File: src/rtl/trap_pkg.sv
package trap_pkg;
  typedef enum logic [1:0] {
    CAUSE_SYSCALL = 2'd0,
    CAUSE_TIMER   = 2'd1,
    CAUSE_DISK    = 2'd2,
    CAUSE_PERR    = 2'd3
  } cause_e;

  localparam int VEC_SHIFT = 2;  // 4-byte vector slots
  localparam int MASK_BIT  = 0;  // status-word bit that masks timer and disk
endpackage

File: src/rtl/tick_timer.sv
module tick_timer #(
  parameter int TW = 32
) (
  input  logic          clk,
  input  logic          rst_n,
  input  logic          tick,
  input  logic          wr,
  input  logic [TW-1:0] wdata,
  output logic [TW-1:0] count,
  output logic          expire
);
  localparam logic [TW-1:0] ONE = TW'(1);

  logic nonzero;
  assign nonzero = |count;
  // the 1-to-0 step is the only event source
  assign expire  = tick && !wr && (count == ONE);

  always_ff @(posedge clk or negedge rst_n) begin
    if (!rst_n)
      count <= '0;
    else if (wr)
      count <= wdata;
    else if (tick && nonzero)
      count <= count - ONE;
  end
endmodule

File: src/rtl/cause_arbiter.sv
module cause_arbiter
  import trap_pkg::*;
(
  input  logic   clk,
  input  logic   rst_n,
  input  logic   sys_req,
  input  logic   perr_req,
  input  logic   tmr_evt,
  input  logic   tmr_clr,
  input  logic   disk_evt,
  input  logic   masked,
  input  logic   hold,
  output logic   take,
  output cause_e cause
);
  logic pend_tmr, pend_disk;
  logic tmr_ok, disk_ok;

  assign tmr_ok  = pend_tmr  && !masked;
  assign disk_ok = pend_disk && !masked;

  always_comb begin
    take  = 1'b0;
    cause = CAUSE_SYSCALL;
    if (!hold) begin
      if (perr_req) begin
        take = 1'b1; cause = CAUSE_PERR;
      end else if (sys_req) begin
        take = 1'b1; cause = CAUSE_SYSCALL;
      end else if (tmr_ok) begin
        take = 1'b1; cause = CAUSE_TIMER;
      end else if (disk_ok) begin
        take = 1'b1; cause = CAUSE_DISK;
      end
    end
  end

  always_ff @(posedge clk or negedge rst_n) begin
    if (!rst_n) begin
      pend_tmr  <= 1'b0;
      pend_disk <= 1'b0;
    end else begin
      if (tmr_clr)
        pend_tmr <= 1'b0;
      else
        pend_tmr <= (pend_tmr && !(take && cause == CAUSE_TIMER)) || tmr_evt;
      // a new pulse wins over the clear of the one being taken
      pend_disk <= (pend_disk && !(take && cause == CAUSE_DISK)) || disk_evt;
    end
  end
endmodule

File: src/rtl/entry_regs.sv
module entry_regs
  import trap_pkg::*;
#(
  parameter int XLEN = 32
) (
  input  logic            clk,
  input  logic            rst_n,
  input  logic            take,
  input  cause_e          cause,
  input  logic            rfi,
  input  logic [1:0]      perr_code,
  input  logic [XLEN-1:0] cur_ia,
  input  logic [XLEN-1:0] cur_psw,
  input  logic [XLEN-1:0] vec_base,
  output logic [XLEN-1:0] new_ia,
  output logic [XLEN-1:0] new_psw,
  output logic            redirect,
  output logic [XLEN-1:0] iia,
  output logic [XLEN-1:0] ipsw,
  output logic [XLEN-1:0] ip
);
  logic [XLEN-1:0] vec_off;
  assign vec_off = XLEN'(cause) << VEC_SHIFT;

  always_ff @(posedge clk or negedge rst_n) begin
    if (!rst_n) begin
      new_ia   <= '0;
      new_psw  <= '0;
      redirect <= 1'b0;
      iia      <= '0;
      ipsw     <= '0;
      ip       <= '0;
    end else begin
      redirect <= 1'b0;
      if (rfi) begin
        new_ia   <= iia;
        new_psw  <= ipsw;
        redirect <= 1'b1;
      end else if (take) begin
        iia      <= cur_ia;
        ipsw     <= cur_psw;
        if (cause == CAUSE_PERR)
          ip <= XLEN'(perr_code);
        new_ia   <= vec_base + vec_off;
        new_psw  <= '0;
        redirect <= 1'b1;
      end
    end
  end
endmodule

File: src/rtl/trap_sequencer.sv
module trap_sequencer
  import trap_pkg::*;
#(
  parameter int XLEN = 32,
  parameter int TW   = 32
) (
  input  logic            clk,
  input  logic            rst_n,
  input  logic            tick_us,
  input  logic            tmr_wr,
  input  logic [TW-1:0]   tmr_wdata,
  input  logic            req_syscall,
  input  logic            req_perr,
  input  logic [1:0]      perr_code,
  input  logic            req_disk,
  input  logic            rfi,
  input  logic [XLEN-1:0] cur_ia,
  input  logic [XLEN-1:0] cur_psw,
  input  logic [XLEN-1:0] vec_base,
  output logic [XLEN-1:0] new_ia,
  output logic [XLEN-1:0] new_psw,
  output logic            redirect,
  output logic [XLEN-1:0] saved_ia,
  output logic [XLEN-1:0] saved_psw,
  output logic [XLEN-1:0] int_param,
  output logic [TW-1:0]   tmr_count
);
  logic   tmr_expire;
  logic   take;
  cause_e cause;

  tick_timer #(.TW(TW)) u_timer (
    .clk    (clk),
    .rst_n  (rst_n),
    .tick   (tick_us),
    .wr     (tmr_wr),
    .wdata  (tmr_wdata),
    .count  (tmr_count),
    .expire (tmr_expire)
  );

  cause_arbiter u_arb (
    .clk      (clk),
    .rst_n    (rst_n),
    .sys_req  (req_syscall),
    .perr_req (req_perr),
    .tmr_evt  (tmr_expire),
    .tmr_clr  (tmr_wr),
    .disk_evt (req_disk),
    .masked   (cur_psw[MASK_BIT]),
    .hold     (rfi),
    .take     (take),
    .cause    (cause)
  );

  entry_regs #(.XLEN(XLEN)) u_regs (
    .clk       (clk),
    .rst_n     (rst_n),
    .take      (take),
    .cause     (cause),
    .rfi       (rfi),
    .perr_code (perr_code),
    .cur_ia    (cur_ia),
    .cur_psw   (cur_psw),
    .vec_base  (vec_base),
    .new_ia    (new_ia),
    .new_psw   (new_psw),
    .redirect  (redirect),
    .iia       (saved_ia),
    .ipsw      (saved_psw),
    .ip        (int_param)
  );
endmodule

File: config.mk
export PLATFORM = sky130hd
export DESIGN_NAME = trap_sequencer
export DESIGN_NICKNAME = d
export VERILOG_FILES = /design/src/rtl/trap_pkg.sv /design/src/rtl/tick_timer.sv /design/src/rtl/cause_arbiter.sv /design/src/rtl/entry_regs.sv /design/src/rtl/trap_sequencer.sv
export SDC_FILE = /design/constraint.sdc
export NUM_CORES = 1
export LEC_CHECK = 0
export BUFFER_PORTS_ARGS = -buffer_cell sky130_fd_sc_hd__buf_2
export CORE_UTILIZATION = 49
export DETAILED_ROUTE_END_ITERATION = 16
export PLACE_DENSITY = 0.88
export SETUP_SLACK_MARGIN = 0.4
export SYNTH_ARGS = -nofsm -noshare
export SYNTH_HDL_FRONTEND = slang
export SYNTH_SLANG_ARGS = --single-unit
File: constraint.sdc
create_clock -name clk -period 3.15 [get_ports clk]
set_input_delay 0.315 -clock clk [delete_from_list [all_inputs] [get_ports clk]]
set_output_delay 0.315 -clock clk [all_outputs]
set_load 0.1 [all_outputs]
## Word level (Yosys, flattened, before mapping)

Cells that the tools add are included.

- Memory bits (writable): 0
- Flip-flop bits (word level): 165
- Bits in latches: 0
- Memory bits (read-only): 0
- Memories: 0

- Reduce and logical (&&, ||, !) cells: 20
- Mux-type cells: 19
- Shift-type cells: 0
- Order comparisons: 0
- Bitwise logic cells: 1
- Div/mod/pow operators: 0
- Add/subtract/negate cells: 2
- Equal/unequal tests: 4
- Multipliers: 0

Operators with widths:

| operator | number |
|---|---|
| $mux 32 | 6 |
| $add 32x4->32 | 1 |
| $eq 32x1->1 const B | 1 |
| $reduce_or 32->1 | 1 |
| $sub 32x1->32 const B | 1 |
| $mux 2 | 5 |
| $logic_and 1x1->1 | 9 |
| $mux 1 | 8 |
| $eq 2x2->1 const B | 2 |
| $logic_not 1->1 | 4 |
| $reduce_bool 2->1 | 2 |
| $reduce_and 3->1 | 1 |
| $eq 2x1->1 const B | 1 |
| $logic_or 1x1->1 | 2 |
| $reduce_and 2->1 | 1 |
| $not 1->1 | 1 |

## Logic depth before layout (Yosys ltp)

- Depth in word-level cells: 13
- Mapped depth: 11

## Cells and area by module

Synthesis repeated with hierarchy kept, for this count alone.

- Cell total of the unflattened synthesis: 854
- Area, all modules: 7,990.2 um^2

Modules (own cells, without submodules):

| module | sequential area each (um^2) | area an instance (um^2) | times used | cells an instance |
|---|---|---|---|---|
| entry_regs | 3,278.1 | 5,840.6 | 1 | 603 |
| tick_timer | 800.8 | 2,015.7 | 1 | 236 |
| cause_arbiter | 50.0 | 133.9 | 1 | 15 |

## Worst setup path before layout

No wires, ideal clock.

- Path kind: reg-to-reg
- From: register u_timer.count[12]
- To: register u_timer.count[28]
- Setup time: 82 ps
- Path slack: -9 ps
- Stages on the path, launching flop included: 8
- Data required time: 3,068 ps
- Arrival: 3,077 ps
- Clock period less this slack: 3,159 ps
- Path buffers: 2
- Path through: dfrtp_1 or4_1 buf_2 or4_1 or3_1 buf_2 or4_1 a31oi_1

- Cells in the longest elaborated chain, start to end: 3
- Elaborated cells between the ends (all ways): 6
- Classes of those cells: add/sub: 1; mux: 2; reduce/logical: 3

RTL lines:

| what | RTL line | text |
|---|---|---|
| start: declaration | tick_timer.sv:9 | `output logic [TW-1:0] count,` |
| start signal: assignment | tick_timer.sv:23 | `count <= wdata;` |
| start signal: assignment | tick_timer.sv:25 | `count <= count - ONE;` |
| $sub 32x1->32 or $reduce_or 32->1 (tied branches) | tick_timer.sv:25, tick_timer.sv:15 |  |
| $mux 32 or $logic_and 1x1->1 (tied branches) | tick_timer.sv:24 | `else if (tick && nonzero)` |
| $mux 32 or $reduce_bool 2->1 (tied branches) | n/a |  |

Parallel ways exist; a longest one is shown, timed or not. The select of a mux whose other input is x is not followed.
A chain may end at the register's enable or synchronous reset.

## Worst setup path in the final report

- From: register u_timer.count[14]
- To: register u_timer.count[22]

Same word-level chain as after synthesis.

==> results.toml <==
[clock_tree]
path_clk_slew_ns = 0.08
cts_tree = "yes"
clock_latency_ns = 0.43
clockBufferDepth = 2
cts.sinks = 165
cts_root_buf = "clkbuf_16"
cts_made_buffers = 17
cts-htree-levels = 4

[sta]
setup_violations = 0
post-route-period-util = 0.860
relSlewSlack = 0.300
hold_viol = 0
timing.hold.ws_ns = 0.0715
period_needed_ns = 2.71
clock_skew_ns = 0.0152
setup_tns_ns = 0
drv_slew = 0
tightest_slew_ns = 1.05
rsz0062_at_grt = "true"
max_freq_mhz = 369

[cells_and_area]
seqCellArea_sq_mm = 0.00415
multi_input_area_sq_mm = 0.00381
area_growth_pct = 30.0
final_common_cell = "buf_2"
final_nets = 1266
drive_above_1_share = 0.396
final_cell_mix = "buf_2, dfrtp_1, nand2_1"
diodes = 0
num-fill-cells = 1248

[worst_hold_path]
min_from = "req_disk"
hp-class = "primary input to register"

[die]
die_area_sq_mm = 0.0173
boundaryPins = 331
dieHeight_um = 131
rows = 46
die_w_um = 131
core-area_sq_mm = 0.0161
start_util = 0.509

[run_status]
outcome = "finished clean"

[detailed_routing]
ant_nets = 0
firstDrtPassIters = 6
drc_errors = 0
drt_first_iter_violations = 526
via_count = 7654
drt-wirelength-per-cell_um = 17.8
viasPerCell = 5.67
drt-total-wl_um = 24000

[setup_path]
arrival_ns = 3.05
slowest_stage = "or4_4"
required_ns = 3.49
crit_top_cell = "or4_4"
critPathLaunch = "u_timer.count[14]"
r2r_start = "u_timer.count[14]"
end_kind = "register"
max_stage_delay_ns = 0.55
worstSetupStartpointType = "register"
cp_num_buf_inv = 1
path_delay_family = "simple AND/OR/NAND/NOR gates"
crit_type = "register to register"
cp_max_fo = 6
crit_chain = "or4_4, or4_4, buf_4, or4_4, or3_1, a31oi_1"

[global_route]
grt_pass1_wl_um = 38300
grtUsageTotal = 0.279
grt_max_degree = 77
antenna_found_initial = 0
grt_pass1_vias = 7404
grt-ovfl-total = 0

[power]
total_power_w = 0.00759
powerDensity_mw_per_mm2 = 712
p_leak_nw = 4.91
ir_drop_v = 0.000449

[placement]
hpwlAfterDp_um = 16400
routabilityCongestion = 0.854
numPortBuffers = 300

[synth]
synth_area_leaders = "dfrtp_1, mux2_2, nand2_1"
synth_ff_type = "dfrtp_1"
synth-async-reset-ratio = 1.00
ys_ff_latch = 165
synth_top_cell_area_share = 0.503
ys_types = 50
synth_area_sq_mm = 0.00820
synth_top_area_cell = "dfrtp_1"
synth.avg_cell_area_sq_um = 9.98
synth.yosys.warnings = 0
seq_area_frac_synth = 0.503
syn_inst = 822
synth_edf_count = 0

[flow_run]
max-cap-violations = 0
[power breakdown]
group,switching (W),internal (W),total (W)
clock,0.000933,0.00124,0.00217
combinational,0.00240,0.000458,0.00286
sequential,0.000202,0.00236,0.00256
total,0.00354,0.00406,0.00759
[flip-flops by register name, indices dropped and copies added, names as in the netlist, 2 cells and up]
| signal | count |
|---|---|
| u_regs.ip | 2 |
| u_regs.iia | 32 |
| u_regs.ipsw | 32 |
| u_regs.new_psw | 32 |
| u_timer.count | 32 |
| u_regs.new_ia | 32 |
[metal layers]
metal  global-route usage  share of wire
met4                0.112          0.031
met5                    0              0
met3               0.0594          0.076
met1                0.333           0.38
met2                0.490           0.51
[final timing paths]
| check | slack [ns] | cells after the start | to |
|---|---|---|---|
| setup / recovery | 0.44 | 6 | u_timer.count[22] |
| hold / removal | 0.07 | 2 | u_arb.pend_disk |
| setup reg to reg | 0.44 | 6 | u_timer.count[22] |
| hold reg to reg | 0.50 | 2 | u_regs.new_ia[6] |
| max in group asynchronous | 1.85 | 3 | u_timer.count[1] |
| min in group asynchronous | 0.44 | 2 | u_regs.iia[25] |
[worst reg2reg max path: cells and delay by family (launching register included)]
family	cells	cell delay (ns)
AO/OA/AOI/OAI	1	0.13
AND/OR/NAND/NOR	4	1.85
flip-flops	1	0.47
buffers and inverters	1	0.17
[logic make-up (layout without fill, tap and decap cells)]
family	Yosys count	after routing	synth area share
buffers and inverters	92	376	0.0563
multiplexers	77	77	0.103
XOR/XNOR	15	15	0.0160
flip-flops	165	165	0.503
AND/OR/NAND/NOR	311	311	0.188
other	1	30	0.000457
AO/OA/AOI/OAI	155	155	0.122
adder cells (fa/ha/maj)	6	6	0.0101
[timing repair]
item | 4_1_cts | 5_1_grt
endpoints found under the hold margin | 56 | 0
hold buffers | 1 | 0
pin swaps | 11 | 3
gates resized for setup | 7 | 7
endpoints found under the setup margin | 9 | 29
setup buffers | 9 | 3
[per-stage QoR]
| stage | area, sq um | worst slack [ns] | util | cells |
|---|---|---|---|---|
| after floorplan | 8350 | 0.246 | - | 851 |
| after global placement | 9870 | 0.252 | 0.613 | 1306 |
| after detailed placement | 9870 | 0.156 | 0.613 | 1306 |
| after CTS | 10600 | 0.350 | 0.657 | 1348 |
| after global routing | 10700 | 0.391 | 0.662 | 1351 |
| final | 10700 | 0.442 | 0.662 | 1351 |
[area by class of cell]
class,count,area share
Sequential cell,165,0.389
Multi-Input combinational cell,594,0.358
Timing Repair Buffer,331,0.166
Clock buffer,19,0.0425
Tap cell,216,0.0253
Clock inverter,13,0.0148
Inverter,13,0.00458
[Yosys cell counts, types with 8 or more instances]
library cell	instances
nand2b_1	9
a21oi_1	10
o31ai_1	19
dfrtp_1	165
mux2i_1	16
o41ai_1	8
nand2_1	123
nor3b_1	10
mux2_2	61
or4_1	15
o21ai_0	61
xnor2_1	8
nor2_1	48
or3_1	15
o31a_1	8
nor4_1	18
inv_1	13
clkbuf_1	42
nor3_1	25
nand3_1	20
buf_4	30
a31oi_1	20
No activity file was read; power rests on OpenSTA's default activity.
